## config.mk

```make
export PLATFORM = sky130hd
export DESIGN_NAME = wdog_guard
export DESIGN_NICKNAME = d
export VERILOG_FILES = /design/src/rtl/wdog_pkg.sv /design/src/rtl/wdog_clk_sel.sv /design/src/rtl/wdog_feed_seq.sv /design/src/rtl/wdog_counter.sv /design/src/rtl/wdog_guard.sv
export SDC_FILE = /design/constraint.sdc
export NUM_CORES = 1
export LEC_CHECK = 0
export BUFFER_PORTS_ARGS = -buffer_cell sky130_fd_sc_hd__buf_4
export CAP_MARGIN = 20
export CORE_ASPECT_RATIO = 1.75
export CORE_MARGIN = 5
export CORE_UTILIZATION = 56
export DETAILED_ROUTE_END_ITERATION = 10
export PLACE_DENSITY = 0.8
export SYNTH_ARGS = -nofsm -noshare
export SYNTH_HDL_FRONTEND = slang
export SYNTH_SLANG_ARGS = --single-unit
export TNS_END_PERCENT = 20
```

## constraint.sdc

```tcl
create_clock -name clk -period 3.6 [get_ports clk]
set_clock_uncertainty 0.05 [all_clocks]
set_input_delay 0.36 -clock clk [delete_from_list [all_inputs] [get_ports clk]]
set_output_delay 0.36 -clock clk [all_outputs]
set_load 0.05 [all_outputs]
```

## src/rtl/wdog_pkg.sv

```systemverilog
// Shared constants and types for the watchdog.
// Assumes a single clock domain; source "clocks" arrive as pulse enables.
package wdog_pkg;
    localparam int unsigned ADDR_W = 3;

    typedef enum logic [ADDR_W-1:0] {
        A_CTRL   = 3'd0,
        A_RELOAD = 3'd1,
        A_FEED   = 3'd2,
        A_CLKSEL = 3'd3,
        A_COUNT  = 3'd4
    } wd_addr_e;

    typedef enum logic [1:0] {
        SRC_IRC  = 2'd0,
        SRC_RTC  = 2'd1,
        SRC_PCLK = 2'd2,
        SRC_NONE = 2'd3
    } wd_src_e;

    localparam logic [7:0] FEED_KEY_A = 8'hAA;
    localparam logic [7:0] FEED_KEY_B = 8'h55;
endpackage

```

## src/rtl/wdog_clk_sel.sv

```systemverilog
// Picks one of three source pulse enables and divides it by PRESCALE.
// Assumes the pulses are synchronous to clk; 'restart' clears the prescaler.
module wdog_clk_sel
    import wdog_pkg::*;
#(
    parameter int unsigned PRESCALE = 4
) (
    input  logic       clk,
    input  logic       rst_n,
    input  logic [2:0] src_en,
    input  wd_src_e    sel,
    input  logic       restart,
    output logic       tick
);
    localparam int unsigned PRE_W = (PRESCALE > 1) ? $clog2(PRESCALE) : 1;
    localparam logic [PRE_W-1:0] PRE_MAX = PRE_W'(PRESCALE - 1);

    logic             pulse;
    logic [PRE_W-1:0] pre_q;

    // Source multiplexer: route the selected pulse enable.
    always_comb begin
        case (sel)
            SRC_IRC:  pulse = src_en[0];
            SRC_RTC:  pulse = src_en[1];
            SRC_PCLK: pulse = src_en[2];
            default:  pulse = 1'b0;
        endcase
    end

    // Prescaler: count source pulses, wrap at PRESCALE.
    always_ff @(posedge clk) begin
        if (!rst_n || restart) begin
            pre_q <= '0;
        end else if (pulse) begin
            pre_q <= (pre_q == PRE_MAX) ? '0 : pre_q + 1'b1;
        end
    end

    assign tick = pulse && (pre_q == PRE_MAX) && !restart;
endmodule

```

## src/rtl/wdog_feed_seq.sv

```systemverilog
// Tracks the two-write feed sequence.
// Assumes feed_wr is only high together with acc (a feed write is an access).
module wdog_feed_seq
    import wdog_pkg::*;
(
    input  logic       clk,
    input  logic       rst_n,
    input  logic       acc,
    input  logic       feed_wr,
    input  logic [7:0] wdata,
    output logic       feed_ok,
    output logic       feed_bad
);
    logic armed_q;

    // Classify the current access against the pending state.
    always_comb begin
        feed_ok  = armed_q && feed_wr && (wdata == FEED_KEY_B);
        feed_bad = (armed_q && acc && !feed_ok) ||
                   (!armed_q && feed_wr && (wdata != FEED_KEY_A));
    end

    // Pending state: set by a first-key write, dropped by any other access.
    always_ff @(posedge clk) begin
        if (!rst_n) begin
            armed_q <= 1'b0;
        end else if (acc) begin
            armed_q <= !armed_q && feed_wr && (wdata == FEED_KEY_A);
        end
    end
endmodule

```

## src/rtl/wdog_counter.sv

```systemverilog
// Down-counter: loads on 'load', decrements on 'tick' while 'run',
// flags 'expire' when a tick would take it from 1 to 0 and reloads instead.
module wdog_counter #(
    parameter int unsigned CNT_W   = 32,
    parameter int unsigned RST_VAL = 256
) (
    input  logic             clk,
    input  logic             rst_n,
    input  logic             run,
    input  logic             load,
    input  logic [CNT_W-1:0] load_val,
    input  logic             tick,
    output logic [CNT_W-1:0] cnt,
    output logic             expire
);
    logic [CNT_W-1:0] cnt_q;

    assign expire = run && tick && !load && (cnt_q == CNT_W'(1));
    assign cnt    = cnt_q;

    // Count state: load has priority, then tick-driven decrement or reload.
    always_ff @(posedge clk) begin
        if (!rst_n) begin
            cnt_q <= CNT_W'(RST_VAL);
        end else if (load || expire) begin
            cnt_q <= load_val;
        end else if (run && tick) begin
            cnt_q <= cnt_q - 1'b1;
        end
    end
endmodule

```

## src/rtl/wdog_guard.sv

```systemverilog
// Watchdog top: register file, one-way enable, source lock, fault routing.
// Assumes rst_n is driven by the system from wd_reset_req; por_n only at power-up.
module wdog_guard
    import wdog_pkg::*;
#(
    parameter int unsigned CNT_W      = 32,
    parameter int unsigned MIN_RELOAD = 256,
    parameter int unsigned PRESCALE   = 4
) (
    input  logic              clk,
    input  logic              rst_n,
    input  logic              por_n,
    input  logic              src_irc_en,
    input  logic              src_rtc_en,
    input  logic              src_pclk_en,
    input  logic              reg_wr,
    input  logic              reg_rd,
    input  logic [ADDR_W-1:0] reg_addr,
    input  logic [CNT_W-1:0]  reg_wdata,
    output logic [CNT_W-1:0]  reg_rdata,
    output logic              wd_reset_req,
    output logic              wd_irq
);
    localparam logic [CNT_W-1:0] RELOAD_FLOOR = CNT_W'(MIN_RELOAD);
    localparam int unsigned      LOCK_BIT     = CNT_W - 1;

    logic             en_q, mode_q, flag_q, lock_q, req_q;
    logic [CNT_W-1:0] reload_q, cnt_q;
    wd_src_e          sel_q;
    logic             wr_ctrl, wr_reload, wr_feed, wr_clksel;
    logic             load, tick, expire, feed_ok, feed_bad, fault;

    // Address decode for write strobes.
    always_comb begin
        wr_ctrl   = reg_wr && (reg_addr == A_CTRL);
        wr_reload = reg_wr && (reg_addr == A_RELOAD);
        wr_feed   = reg_wr && (reg_addr == A_FEED);
        wr_clksel = reg_wr && (reg_addr == A_CLKSEL);
    end

    assign load  = (wr_ctrl && reg_wdata[0] && !en_q) || feed_ok;
    assign fault = en_q && (expire || feed_bad);

    // Control state: sticky enable, mode bit, one-cycle reset request.
    always_ff @(posedge clk) begin
        if (!rst_n) begin
            en_q   <= 1'b0;
            mode_q <= 1'b0;
            req_q  <= 1'b0;
        end else begin
            if (wr_ctrl) begin
                en_q   <= en_q | reg_wdata[0];
                mode_q <= reg_wdata[1];
            end
            req_q <= fault && !mode_q;
        end
    end

    // Timeout flag: only power-on reset or a software zero clears it.
    always_ff @(posedge clk) begin
        if (!por_n) begin
            flag_q <= 1'b0;
        end else if (fault) begin
            flag_q <= 1'b1;
        end else if (wr_ctrl && !reg_wdata[2]) begin
            flag_q <= 1'b0;
        end
    end

    // Reload register with floor clamp.
    always_ff @(posedge clk) begin
        if (!rst_n) begin
            reload_q <= RELOAD_FLOOR;
        end else if (wr_reload) begin
            reload_q <= (reg_wdata < RELOAD_FLOOR) ? RELOAD_FLOOR : reg_wdata;
        end
    end

    // Source select with one-way lock.
    always_ff @(posedge clk) begin
        if (!rst_n) begin
            sel_q  <= SRC_IRC;
            lock_q <= 1'b0;
        end else if (wr_clksel && !lock_q) begin
            sel_q  <= wd_src_e'(reg_wdata[1:0]);
            lock_q <= reg_wdata[LOCK_BIT];
        end
    end

    wdog_clk_sel #(.PRESCALE(PRESCALE)) u_clk_sel (
        .clk     (clk),
        .rst_n   (rst_n),
        .src_en  ({src_pclk_en, src_rtc_en, src_irc_en}),
        .sel     (sel_q),
        .restart (load),
        .tick    (tick)
    );

    wdog_feed_seq u_feed (
        .clk      (clk),
        .rst_n    (rst_n),
        .acc      (reg_wr || reg_rd),
        .feed_wr  (wr_feed),
        .wdata    (reg_wdata[7:0]),
        .feed_ok  (feed_ok),
        .feed_bad (feed_bad)
    );

    wdog_counter #(.CNT_W(CNT_W), .RST_VAL(MIN_RELOAD)) u_cnt (
        .clk      (clk),
        .rst_n    (rst_n),
        .run      (en_q),
        .load     (load),
        .load_val (reload_q),
        .tick     (tick),
        .cnt      (cnt_q),
        .expire   (expire)
    );

    // Read multiplexer.
    always_comb begin
        case (reg_addr)
            A_CTRL:   reg_rdata = {{(CNT_W-3){1'b0}}, flag_q, mode_q, en_q};
            A_RELOAD: reg_rdata = reload_q;
            A_CLKSEL: reg_rdata = {lock_q, {(CNT_W-3){1'b0}}, sel_q};
            A_COUNT:  reg_rdata = cnt_q;
            default:  reg_rdata = '0;
        endcase
    end

    assign wd_reset_req = req_q;
    assign wd_irq       = flag_q && mode_q;
endmodule

```

**Word level (Yosys, flattened, before mapping)**

Index checks and enable logic that the tools add are counted.

- Register bits: 74

- Bitwise gates (word level): 1
- Reductions and logical operators: 41
- Multiplexer cells: 8
- Order comparisons: 1
- Equality and inequality tests: 11
- $add $sub $neg: 2

Operators by type and width:

| cell | count |
|---|---|
| $pmux W32 S4 | 1 |
| $mux W32 | 3 |
| $eq A32 B1 Y1 const B | 1 |
| $lt A32 B9 Y1 const B | 1 |
| $sub A32 B1 Y32 const B | 1 |
| $logic_and A1 B1 Y1 | 23 |
| $eq A8 B7 Y1 const B | 1 |
| $eq A8 B8 Y1 const B | 1 |
| $logic_not A1 Y1 | 8 |
| $ne A8 B8 Y1 const B | 1 |
| $eq A3 B2 Y1 const B | 2 |
| $logic_or A1 B1 Y1 | 6 |
| $eq A2 B2 Y1 const B | 2 |
| $reduce_bool A2 Y1 | 2 |
| $eq A3 B1 Y1 const B | 1 |
| $eq A3 B3 Y1 const B | 1 |
| $logic_not A3 Y1 | 1 |
| $pmux W1 S3 | 1 |
| $add A2 B1 Y2 const B | 1 |
| $eq A2 B1 Y1 const B | 1 |
| $logic_not A2 Y1 | 1 |
| $mux W1 | 2 |
| $mux W2 | 1 |
| $or A1 B1 Y1 | 1 |

**Longest topological paths before layout**

- Word-level depth: 13
- Gate-level depth with buffers: 10
- Gate-level depth less buffers: 8

**Hierarchy**

A second synthesis with hierarchy kept.

- Cells, all modules: 520
- Area total of the unflattened synthesis: 4434.3 sq um

By module, submodules not included:

| module | seq. area each (sq um) | cells an instance | area an instance (sq um) | instances |
|---|---|---|---|---|
| wdog_counter | 640.6 | 251 | 2112.0 | 1 |
| wdog_guard | 780.7 | 240 | 2050.7 | 1 |
| wdog_feed_seq | 20.0 | 14 | 136.4 | 1 |
| wdog_clk_sel | 40.0 | 15 | 135.1 | 1 |

**Worst setup path before layout**

No wires, ideal clock.

- Kind: register -> register
- Start: reg u_cnt.cnt_q[24] (netlist: u_cnt.cnt[24])
- End: reg u_cnt.cnt_q[18] (netlist: u_cnt.cnt[18])
- Library setup time: 0.116 ns
- Stages on the path, launching flop included: 9
- Setup slack: 0.987 ns
- Data arrival time: 2.446 ns
- Period minus slack after synthesis: 2.613 ns
- Path through: dfxtp_1 -> buf_6 -> or4_1 -> buf_2 -> or4_4 -> and4bb_4 -> a21oi_4 -> mux2_4 -> o211a_1

- Word-level cells in the longest chain between the ends: 4

RTL lines:

| item | line | text |
|---|---|---|
| from (decl) | wdog_counter.sv:16 | `logic [CNT_W-1:0] cnt_q;` |
| from (signal assigned) | wdog_counter.sv:24 | `cnt_q <= CNT_W'(RST_VAL);` |
| from (signal assigned) | wdog_counter.sv:26 | `cnt_q <= load_val;` |
| from (signal assigned) | wdog_counter.sv:28 | `cnt_q <= cnt_q - 1'b1;` |
| $eq A32 B1 Y1 * | wdog_counter.sv:18 | `assign expire = run && tick && !load && (cnt_q == CNT_W'(1));` |
| $logic_and A1 B1 Y1 * | wdog_counter.sv:18 |  |
| $logic_or A1 B1 Y1 * | wdog_counter.sv:25 | `end else if (load \|\| expire) begin` |
| $mux W32 or $reduce_bool A2 Y1 (tied branches) | - |  |

Every way passes the cells marked *; elsewhere a longest branch is shown, timed or not.
A chain may end at the register's enable or synchronous reset.

**Worst setup path in the final report**

Same ends and word-level chain as after synthesis.

==> reports/results.ini <==
[yosys]
yosysSeqAreaShare = 0.357
syn-cell-area_um2 = 4150
synthXorXnorAreaFrac = 0.00211
synth_compound_area_frac = 0.275
synth_area_per_cell_um2 = 7.95
synthAdderAreaFrac = 0.00904
muxShareOfSynthArea = 0.0398
yosys.area_share.simple = 0.274
ys_async_sr_fraction = 0
syn_inst = 522
syn_nets = 568
synthDistinctLibCells = 62
ys_warn_count = 0
ys_ff_latch = 74
synth_top_family_by_area = compound AO/OA/AOI/OAI gates
synth_edf_count = 0
synth_top_flop_cell = dfxtp_1

[sta]
slew_headroom = 0.402
final-max-slew-violation-count = 0
finalCritPeriodShare = 0.832
worstMarginPinSlew_ns = 0.895
setup_viol_count_final = 0
hold_viol_final = 0
setup_ws_ns = 0.606
rsz0062_at_grt = no
setup_tns_ns = 0
fmax_mhz = 334
finalCriticalPeriod_ns = 2.99
hold_slack_ns = 0.219

[setup_path]
endpoint = u_cnt.cnt[18]$_SDFFE_PN0P_
required_ns = 3.79
path_class = reg2reg
rrSetupSlack_ns = 0.61
critPathCaptureType = register
crit_buf_inv = 0
r2r_cells = 6
path_depth = 6
r2r_start = u_cnt.cnt[24]$_SDFFE_PN0P_
start_kind = register
slowest_delay_ns = 0.68
critical-path-top-delay-family = simple AND/OR/NAND/NOR gates
startpoint = u_cnt.cnt[24]$_SDFFE_PN0P_
critPathMaxFanout = 28
timing.rr.end = u_cnt.cnt[18]$_SDFFE_PN0P_
crit_chain = or4_1 > or4_4 > and4bb_4 > a21oi_4 > mux2_4 > o211a_1
slowest_stage = or4_1
arrival_ns = 3.18

[routing]
initialDrtViolationCount = 552
drt_wl_total_um = 12900
dr.pass1.iters = 5
vias = 4441
viasPerCell = 6.62
ant_nets = 0
wl_per_cell_um = 19.2
route.detailed.drc = 0

[floorplan]
core_um2 = 7230
die_area_um2 = 9300
ios = 77
row_count = 41
die_y_um = 124
initial_core_util = 0.574
die_w_um = 75.1

[cells_and_area]
final_common_cell = buf_4
layout.nets = 626
fillers = 582
area.sequential_um2 = 1480
area_growth_syn_to_layout_pct = 22.5
drive_gt1_frac = 0.191
multi_input_comb_area_um2 = 2500
layoutNonFillerInstCount = 671
stdcell_area_um2 = 5080
antennaDiodeCount = 0
fin_util = 0.703
layout_common_cells = buf_4, dfxtp_1, nand2_1

[place]
place_hpwl_um = 8950
place_inst = 655
gp_congestion = 0.949
io_buffers = 76
postPlaceCellArea_um2 = 4720
pre_cts_ws_ns = 0.647

[flow_run]
drv_cap = 0

[clock_tree]
cts_tree = done
ctsHtreeMaxLevel = 3
clock_latency_ns = 0.35
cts_buffers = 9
clockBufferDepth = 2
cts_hold_buf = 0
ctsRootBufferMaster = clkbuf_16
path_clk_slew_ns = 0.06
ctsResizeCount = 0
cts_setup_buffers = 0
cts.sinks = 74

[global_route]
grt.overflow.total = 0
grt_util_all_layers = 0.282
grt_pass1_vias = 4160
grt_pass1_wl_um = 20100
grt_max_degree = 54
antenna_found_initial = 0

[min_path]
hp-class = in2reg

[pwr]
power.density_nw_per_um2 = 424
power.total_mw = 2.16
power_leakage_nw = 1.95
vdd_drop_max_v = 0.000325

[outcome]
status = complete, no violations

-- metal layers --
metal	wire, um	vias up	GRT usage
met3	1050	63	0.0549
met1	4950	2068	0.340
met2	6230	233	0.461
li1	-	2077	-
met4	625	0	0.155
met5	0	-	0
-- cell usage after synthesis, types with 2 or more instances --
| cell type | instances | area [um2] |
|---|---|---|
| ha_1 | 3 | 37.5 |
| a22oi_1 | 12 | 90.1 |
| nand3_1 | 18 | 90.1 |
| a32oi_1 | 2 | 17.5 |
| nor2b_1 | 4 | 25.0 |
| o211ai_1 | 10 | 75.1 |
| and2_1 | 5 | 31.3 |
| nand2_1 | 72 | 270 |
| inv_1 | 2 | 7.51 |
| a22o_1 | 28 | 245 |
| o41ai_1 | 2 | 17.5 |
| mux2i_1 | 15 | 150 |
| dfxtp_1 | 74 | 1480 |
| a21o_1 | 2 | 15.0 |
| nor3b_1 | 4 | 30.0 |
| nand4_1 | 6 | 37.5 |
| a21oi_1 | 55 | 275 |
| buf_2 | 3 | 15.0 |
| nor4bb_1 | 4 | 40.0 |
| clkbuf_1 | 27 | 101 |
| and3b_1 | 2 | 17.5 |
| o211a_1 | 2 | 20.0 |
| or4_1 | 7 | 52.6 |
| nor3_1 | 18 | 90.1 |
| nand3b_1 | 4 | 30.0 |
| nor4_1 | 11 | 68.8 |
| o21ai_0 | 30 | 150 |
| nor2_1 | 43 | 161 |
| o311ai_0 | 2 | 17.5 |
| or3_1 | 5 | 31.3 |
| or4b_2 | 2 | 20.0 |
| o22ai_1 | 2 | 12.5 |
| buf_6 | 4 | 45.0 |
| o21a_1 | 8 | 60.1 |
| a31oi_1 | 7 | 43.8 |
-- worst min path at each step --
stage,from,to,cells past startpoint
after floorplan,mode_q$_SDFFE_PN0N_,wd_reset_req$_SDFF_PN0_,1
after global placement,reload_q[21]$_SDFFE_PN0P_,reload_q[21]$_SDFFE_PN0P_,2
after detailed placement,reload_q[21]$_SDFFE_PN0P_,reload_q[21]$_SDFFE_PN0P_,2
after CTS,reg_wdata[26],reload_q[26]$_SDFFE_PN0P_,3
after global routing,reg_wdata[10],reload_q[10]$_SDFFE_PN0P_,3
final,reg_wdata[26],reload_q[26]$_SDFFE_PN0P_,3
-- worst reg2reg max path, stage by stage, from the launching register on --
cell and delay (ns):
dfxtp_1 0.38, or4_1 0.68, or4_4 0.49, and4bb_4 0.44
a21oi_4 0.25, mux2_4 0.39, o211a_1 0.20
-- state kept, by name, summed over array words and instances, names as in the netlist --
signal           flops
reload_q            32
sel_q                2
u_cnt.cnt           32
wd_reset_req         1
en_q                 1
flag_q               1
mode_q               1
u_feed.armed_q       1
u_clk_sel.pre_q      2
lock_q               1
-- layout make-up --
class	count	share of cell area
multi-input cells	410	0.492
flip-flops and latches	74	0.291
clock inverters	5	0.0246
well taps	86	0.0212
inverters	3	0.00222
repair buffers	82	0.121
clock buffers	11	0.0477
-- report_power, final --
part | total [mW] | switching (mW) | internal (mW)
Sequential | 0.855 | 0.0194 | 0.835
Clock | 1.11 | 0.347 | 0.765
Combinational | 0.191 | 0.113 | 0.0783
Total | 2.16 | 0.479 | 1.68
-- cell families (layout without fill, tap and decap cells) --
logic type	Yosys count	after routing
compound gates	172	172
buf+inv	38	101
flops	74	74
xor+xnor	1	1
mux	16	16
simple gates	218	218
fa+ha+maj	3	3
No activity file was read; power rests on OpenSTA's default activity.
